--- src/rtl/wbuf_pkg.sv ---
`timescale 1ns/1ps
package wbuf_pkg;

  typedef enum logic [1:0] {
    RD_IDLE  = 2'd0,
    RD_DRAIN = 2'd1,
    RD_RESP  = 2'd2
  } rd_state_e;

  // even parity bit of one byte: the XOR of its bits
  function automatic logic byte_even_par(input logic [7:0] b);
    return ^b;
  endfunction

endpackage

--- src/rtl/wbuf_fifo.sv ---
`timescale 1ns/1ps
module wbuf_fifo #(
  parameter int AW    = 32,
  parameter int DW    = 32,
  parameter int DEPTH = 6
) (
  input  logic                       clk,
  input  logic                       rst_n,
  input  logic                       push,
  input  logic [AW-1:0]              push_addr,
  input  logic [DW-1:0]              push_data,
  input  logic                       pop,
  output logic [AW-1:0]              head_addr,
  output logic [DW-1:0]              head_data,
  output logic [$clog2(DEPTH+1)-1:0] count,
  output logic                       empty,
  output logic                       full
);
  localparam int PW = (DEPTH > 1) ? $clog2(DEPTH) : 1;
  localparam int CW = $clog2(DEPTH + 1);

  logic [AW-1:0] addr_q [DEPTH];
  logic [DW-1:0] data_q [DEPTH];
  logic [PW-1:0] wr_ptr_q, rd_ptr_q;
  logic [CW-1:0] count_q;

  // ring pointer step, wraps at DEPTH-1 (DEPTH need not be a power of two)
  function automatic logic [PW-1:0] ptr_next(input logic [PW-1:0] p);
    if (p == PW'(DEPTH - 1)) return '0;
    return p + PW'(1);
  endfunction

  always_ff @(posedge clk) begin
    if (push) begin
      addr_q[wr_ptr_q] <= push_addr;
      data_q[wr_ptr_q] <= push_data;
    end
  end

  always_ff @(posedge clk) begin
    if (!rst_n) begin
      wr_ptr_q <= '0;
      rd_ptr_q <= '0;
      count_q  <= '0;
    end else begin
      if (push) wr_ptr_q <= ptr_next(wr_ptr_q);
      if (pop)  rd_ptr_q <= ptr_next(rd_ptr_q);
      unique case ({push, pop})
        2'b10:   count_q <= count_q + CW'(1);
        2'b01:   count_q <= count_q - CW'(1);
        default: count_q <= count_q;
      endcase
    end
  end

  assign head_addr = addr_q[rd_ptr_q];
  assign head_data = data_q[rd_ptr_q];
  assign count     = count_q;
  assign empty     = (count_q == '0);
  assign full      = (count_q == CW'(DEPTH));
endmodule

--- src/rtl/wbuf_issue.sv ---
`timescale 1ns/1ps
module wbuf_issue #(
  parameter int AW       = 32,
  parameter int PAGE_LSB = 12
) (
  input  logic          clk,
  input  logic          rst_n,
  input  logic          empty,
  input  logic [AW-1:0] head_addr,
  input  logic          mem_wr_ready,
  output logic          issue,
  output logic          head_hit,
  output logic          pop
);
  localparam int PGW = AW - PAGE_LSB;

  logic [PGW-1:0] last_page_q;
  logic           last_ok_q;
  logic           wait_q;

  function automatic logic [PGW-1:0] page_of(input logic [AW-1:0] a);
    return a[AW-1:PAGE_LSB];
  endfunction

  assign head_hit = last_ok_q && (page_of(head_addr) == last_page_q);
  assign issue    = !empty && (head_hit || wait_q);
  assign pop      = issue && mem_wr_ready;

  always_ff @(posedge clk) begin
    if (!rst_n) begin
      last_page_q <= '0;
      last_ok_q   <= 1'b0;
      wait_q      <= 1'b0;
    end else if (pop) begin
      last_page_q <= page_of(head_addr);
      last_ok_q   <= 1'b1;
      wait_q      <= 1'b0;
    end else if (!empty && !head_hit) begin
      wait_q      <= 1'b1;   // one idle cycle paid for a page change
    end
  end
endmodule

--- src/rtl/wbuf_rdlatch.sv ---
`timescale 1ns/1ps
module wbuf_rdlatch #(
  parameter int AW = 32,
  parameter int DW = 32
) (
  input  logic            clk,
  input  logic            rst_n,
  input  logic            cpu_rd_req,
  input  logic [AW-1:0]   cpu_rd_addr,
  input  logic            wq_empty,
  input  logic            mem_rd_ready,
  input  logic            mem_rd_resp_valid,
  input  logic [DW-1:0]   mem_rd_resp_data,
  output logic            cpu_rd_busy,
  output logic            mem_rd_valid,
  output logic [AW-1:0]   mem_rd_addr,
  output logic            cpu_rd_valid,
  output logic [DW-1:0]   cpu_rd_data,
  output logic [DW/8-1:0] cpu_rd_par,
  output logic            rd_capture
);
  import wbuf_pkg::*;
  localparam int NB = DW / 8;

  rd_state_e       state_q;
  logic [AW-1:0]   addr_q;
  logic [DW-1:0]   data_q;
  logic [NB-1:0]   par_q, par_next;
  logic            vld_q;

  for (genvar g = 0; g < NB; g++) begin : g_par
    assign par_next[g] = byte_even_par(mem_rd_resp_data[8*g +: 8]);
  end

  assign mem_rd_valid = (state_q == RD_DRAIN) && wq_empty;
  assign rd_capture   = (state_q == RD_RESP) && mem_rd_resp_valid;

  always_ff @(posedge clk) begin
    if (!rst_n) begin
      state_q <= RD_IDLE;
      addr_q  <= '0;
      data_q  <= '0;
      par_q   <= '0;
      vld_q   <= 1'b0;
    end else begin
      vld_q <= 1'b0;
      unique case (state_q)
        RD_IDLE: if (cpu_rd_req) begin
          addr_q  <= cpu_rd_addr;
          state_q <= RD_DRAIN;
        end
        RD_DRAIN: if (mem_rd_valid && mem_rd_ready) state_q <= RD_RESP;
        RD_RESP: if (rd_capture) begin
          data_q  <= mem_rd_resp_data;
          par_q   <= par_next;
          vld_q   <= 1'b1;
          state_q <= RD_IDLE;
        end
        default: state_q <= RD_IDLE;
      endcase
    end
  end

  assign cpu_rd_busy  = (state_q != RD_IDLE);
  assign mem_rd_addr  = addr_q;
  assign cpu_rd_valid = vld_q;
  assign cpu_rd_data  = data_q;
  assign cpu_rd_par   = par_q;
endmodule

--- src/rtl/wbuf_top.sv ---
`timescale 1ns/1ps
module wbuf_top #(
  parameter int AW       = 32,
  parameter int DW       = 32,
  parameter int DEPTH    = 6,
  parameter int PAGE_LSB = 12
) (
  input  logic            clk,
  input  logic            rst_n,
  input  logic            cpu_st_valid,
  input  logic [AW-1:0]   cpu_st_addr,
  input  logic [DW-1:0]   cpu_st_data,
  output logic            cpu_st_full,
  input  logic            cpu_rd_req,
  input  logic [AW-1:0]   cpu_rd_addr,
  output logic            cpu_rd_busy,
  output logic            cpu_rd_valid,
  output logic [DW-1:0]   cpu_rd_data,
  output logic [DW/8-1:0] cpu_rd_par,
  output logic            mem_wr_valid,
  input  logic            mem_wr_ready,
  output logic [AW-1:0]   mem_wr_addr,
  output logic [DW-1:0]   mem_wr_data,
  output logic            mem_wr_page_hit,
  output logic            mem_rd_valid,
  input  logic            mem_rd_ready,
  output logic [AW-1:0]   mem_rd_addr,
  input  logic            mem_rd_resp_valid,
  input  logic [DW-1:0]   mem_rd_resp_data
);
  localparam int CW = $clog2(DEPTH + 1);

  // named internal events, observed by the bound checker
  logic          wq_push, wq_pop, wq_empty, wq_full, head_hit, rd_capture;
  logic [CW-1:0] wq_count;
  logic [AW-1:0] head_addr;
  logic [DW-1:0] head_data;

  assign wq_push = cpu_st_valid && (!wq_full || wq_pop);

  wbuf_fifo #(.AW(AW), .DW(DW), .DEPTH(DEPTH)) u_fifo (
    .clk       (clk),
    .rst_n     (rst_n),
    .push      (wq_push),
    .push_addr (cpu_st_addr),
    .push_data (cpu_st_data),
    .pop       (wq_pop),
    .head_addr (head_addr),
    .head_data (head_data),
    .count     (wq_count),
    .empty     (wq_empty),
    .full      (wq_full)
  );

  wbuf_issue #(.AW(AW), .PAGE_LSB(PAGE_LSB)) u_issue (
    .clk          (clk),
    .rst_n        (rst_n),
    .empty        (wq_empty),
    .head_addr    (head_addr),
    .mem_wr_ready (mem_wr_ready),
    .issue        (mem_wr_valid),
    .head_hit     (head_hit),
    .pop          (wq_pop)
  );

  wbuf_rdlatch #(.AW(AW), .DW(DW)) u_rd (
    .clk               (clk),
    .rst_n             (rst_n),
    .cpu_rd_req        (cpu_rd_req),
    .cpu_rd_addr       (cpu_rd_addr),
    .wq_empty          (wq_empty),
    .mem_rd_ready      (mem_rd_ready),
    .mem_rd_resp_valid (mem_rd_resp_valid),
    .mem_rd_resp_data  (mem_rd_resp_data),
    .cpu_rd_busy       (cpu_rd_busy),
    .mem_rd_valid      (mem_rd_valid),
    .mem_rd_addr       (mem_rd_addr),
    .cpu_rd_valid      (cpu_rd_valid),
    .cpu_rd_data       (cpu_rd_data),
    .cpu_rd_par        (cpu_rd_par),
    .rd_capture        (rd_capture)
  );

  assign cpu_st_full     = wq_full;
  assign mem_wr_addr     = head_addr;
  assign mem_wr_data     = head_data;
  assign mem_wr_page_hit = head_hit;
endmodule

--- config.mk ---
export PLATFORM = sky130hd
export DESIGN_NAME = wbuf_top
export DESIGN_NICKNAME = d
export VERILOG_FILES = /design/src/rtl/wbuf_pkg.sv /design/src/rtl/wbuf_fifo.sv /design/src/rtl/wbuf_issue.sv /design/src/rtl/wbuf_rdlatch.sv /design/src/rtl/wbuf_top.sv
export SDC_FILE = /design/constraint.sdc
export NUM_CORES = 1
export LEC_CHECK = 0
export BUFFER_PORTS_ARGS = -buffer_cell sky130_fd_sc_hd__clkbuf_2
export CORE_UTILIZATION = 50
export DETAILED_ROUTE_END_ITERATION = 7
export PLACE_DENSITY = 0.68
export SLEW_MARGIN = 15
export SYNTH_ARGS = -nofsm -noshare
export SYNTH_HDL_FRONTEND = slang
export SYNTH_SLANG_ARGS = --single-unit
--- constraint.sdc ---
create_clock -name clk -period 13.35 [get_ports clk]
set_input_delay 1.335 -clock clk [delete_from_list [all_inputs] [get_ports clk]]
set_output_delay 1.335 -clock clk [all_outputs]
set_load 0.05 [all_outputs]
==> impl_metrics.tcl <==
set metrics [dict create \
    grt_pass1_wl_mm 68.0 \
    cp_data_required_time_ps 12020 \
    synth_fp_nets 1456 \
    switching_share_pct 26.0 \
    hold_violations 0 \
    clock_sinks 489 \
    yosysWarningCount 0 \
    gp_congestion 0.910 \
    clk-insertion-delay-late_ps 590 \
    postCtsSetupBuffers 0 \
    cpPeakStageDelay_ps 850 \
    max_cap_violations 0 \
    cp_num_buf_inv 3 \
    fin_skew_ps 24.6 \
    die_w_um 201 \
    cpMostUsedCell "buf_4" \
    drt-total-wl_mm 44.3 \
    syn-instance-count 1319 \
    final_nets 1722 \
    synthFlopType "edfxtp_1" \
    dieArea_um2 40200 \
    cts.clk_slew.worst_paths_ps 60 \
    p_comb_share_pct 13.0 \
    cp_slowest_cell "buf_4" \
    r2r-end "u_fifo.data_q[5][20]" \
    synth_top_cell_by_area "edfxtp_1" \
    grtUsageMet1_pct 29.6 \
    coreArea_um2 38700 \
    cts_buffers 49 \
    worstSetupPathType "reg -> out" \
    setup.worst_path.start_class "register" \
    area_delta_synth_final_pct 17.3 \
    dpl.hpwl_mm 27.6 \
    post-route-util_pct 59.7 \
    drt_iter0_drc 714 \
    fmax_mhz 146 \
    fin_hold_ws_ps 466 \
    postCtsResizedCells 0 \
    fin_crit_sh_pct 51.1 \
    grt_use_total_pct 21.9 \
    ios 273 \
    fin_tns_setup_ps 0 \
    report.final.slew_viol_count 0 \
    syn_area_um2 19700 \
    max-slew-margin-rel_pct 28.2 \
    rsz0062_at_grt "no" \
    r2r_slack_ps 6580 \
    grt_start_max_net_pins 117 \
    drtPass1Iterations 5 \
    worstPathArrival_ps 5490 \
    synth-edff-count 384 \
    leakagePower_nw 8.19 \
    fin_crit_ps 6830 \
    htree_num_levels 2 \
    min_to "u_rd.cpu_rd_data[28]" \
    path_delay_family "buffers and inverters" \
    crit_fanout 54 \
    vias_per_cell 5.56 \
    ctsHoldBuffers 0 \
    ys_types 68 \
    drive_gt1_share_pct 27.7 \
    cts_buffer_depth 3 \
    die_y_um 201 \
    vias 11900 \
    start_util_pct 50.9 \
    async_flop_share_pct 0 \
    io_buffers 272 \
    p_seq_share_pct 49.3 \
    synth_area_leaders "edfxtp_1 (58%), dfxtp_1 (11%), mux4_2 (6.3%)" \
    cts_tree "yes" \
    synth_top_area_share_pct 58.5 \
    drc_errors 0 \
    p_per_area_nw_per_um2 153 \
    routedWlPerCell_um 20.7 \
    intPower_w 0.00261 \
    antenna_left 0 \
    yosys_register_bits 489 \
    ff2ff_path_depth 10 \
    grt-ovfl-total 0 \
    rows 72 \
    worstPathCellList "buf_4 -> buf_4 -> mux4_2 -> xnor2_1 -> a31o_2 -> nand4b_1 -> nor4b_2 -> a21oi_2 -> nor2_1 -> clkbuf_2" \
    avgSynthCellArea_um2 14.9 \
    hold_depth 2 \
    top_usage_layer "met2" \
    cts-root-buf "clkbuf_16" \
    clkPwrFrac_pct 37.6 \
    grt_pass1_vias 11800 \
    grt_util_met2_pct 35.9 \
    hold_path.startpoint "u_rd.cpu_rd_data[28]" \
    min-delay-path-class "reg -> reg" \
    outcome "finished clean" \
    endpoint_kind "output pin" \
    met3_usage_pct 4.50 \
    ys_seq_area_share_pct 69.1 \
    irDropWorstVdd_mv 0.116 \
    finalSetupViolations 0 \
    grt_antenna_before_repair 3 \
    switchingPower_w 0.000918 \
    tightest_slew_ps 1080 \
]
==> cell usage after synthesis (4+ instances only) <==
cell type	instances
mux2_1	6
xnor2_1	40
inv_1	16
buf_1	11
nand2_1	222
a211oi_1	5
nor3b_1	4
nor2_1	18
nand4b_1	4
buf_6	5
dfxtp_1	105
o211a_1	14
nand4_1	5
o211ai_1	6
o22ai_1	7
a21o_1	7
nor2b_1	9
o21ai_0	58
buf_2	5
a21boi_0	68
a21oi_1	7
mux4_2	55
mux2_2	15
edfxtp_1	384
clkbuf_1	47
buf_4	4
or3_1	12
mux2i_1	87
and2_1	10
nand2b_1	5
nand3_1	11
a22oi_1	6
==> worst max path at each step <==
| stage | cells after the start | end | slack (ps) | startpoint |
|---|---|---|---|---|
| 3_5_place_dp | 10 | u_fifo.data_q[5][22] | 6450 | register |
| 5_1_grt | 10 | u_fifo.data_q[5][25] | 6050 | register |
| 4_1_cts | 10 | mem_wr_valid | 6370 | register |
| 2_1_floorplan | 9 | u_fifo.addr_q[4][0] | 2640 | register |
| 6_report | 10 | mem_wr_valid | 6520 | register |
| 3_3_place_gp | 10 | u_fifo.data_q[5][20] | 6560 | register |
==> layer usage <==
layer / vias up / part of all wire, %
met1: 5954 / 43
met4: 4 / 2.2
met3: 79 / 6.4
li1: 5514 / -
met5: - / 0.056
met2: 374 / 49
==> metrics by stage <==
stage / instance area, um2 / total power, W / cells / setup WS (ps)
2_1_floorplan: 19700 / 0.00210 / 1319 / 2640
3_3_place_gp: 21600 / 0.00223 / 2052 / 6560
3_5_place_dp: 21600 / 0.00224 / 2052 / 6450
4_1_cts: 23100 / 0.00357 / 2143 / 6370
5_1_grt: 23100 / 0.00366 / 2143 / 6050
6_report: 23100 / 0.00353 / 2144 / 6520
==> layout by cell type (no fill, tap or decap), drive strengths merged, types with 9 or more instances in the layout <==
master    n
nand3    11
clkinv   19
nor2     18
o21ai    60
buf      16
clkbuf  337
and2     10
nand2   222
mux2i    87
inv      16
mux4     55
xnor2    40
nor2b     9
or3      12
a21boi   68
dfxtp   105
edfxtp  384
o211a    14
mux2     21
==> sequential cells by signal (all words and copies together) (netlist names), named ones only <==
signal / flops
u_rd.cpu_rd_valid: 1
u_rd.cpu_rd_data: 32
u_issue.wait_q: 1
u_rd.state_q: 2
u_issue.last_page_q: 20
u_rd.cpu_rd_par: 4
u_rd.mem_rd_addr: 32
u_issue.last_ok_q: 1
u_fifo.count: 3
u_fifo.rd_ptr_q: 3
u_fifo.addr_q: 192
u_fifo.wr_ptr_q: 3
u_fifo.data_q: 192
==> worst min-delay path, delay by kind of cell, from the launching register on <==
kind / cells / cell delay [ps]
compound gates: 1 / 60
simple gates: 1 / 40
flops: 1 / 310
==> cell type report <==
cell class / instances / area, um2
antenna: 1 / 2.50
clock buffer: 66 / 1330
clock inverter: 25 / 239
fill: 3008 / 15600
inverter: 17 / 65.1
multi-input combinational: 741 / 5730
sequential: 489 / 13600
tap: 518 / 648
timing repair buffer: 287 / 1470
==> logic make-up (layout without fill, tap and decap cells) <==
group / after synthesis / after routing / synth area share, %
buffers and inverters: 89 / 395 / 1.99
multiplexers: 163 / 163 / 11.9
flip-flops: 489 / 489 / 69.1
other: 0 / 1 / 0
AO/OA/AOI/OAI: 211 / 211 / 7.52
XOR/XNOR: 43 / 43 / 1.91
AND/OR/NAND/NOR: 322 / 322 / 7.37
adder cells (fa/ha/maj): 2 / 2 / 0.165
==> power by group through the flow <==
stage / logic [W] / registers [W] / clock network, W
2_1_floorplan: 0.000301 / 0.00180 / 0
3_3_place_gp: 0.000460 / 0.00177 / 0
3_5_place_dp: 0.000464 / 0.00177 / 0
4_1_cts: 0.000466 / 0.00174 / 0.00136
5_1_grt: 0.000492 / 0.00175 / 0.00142
6_report: 0.000460 / 0.00174 / 0.00133
Power figures use the tool's default switching activity.
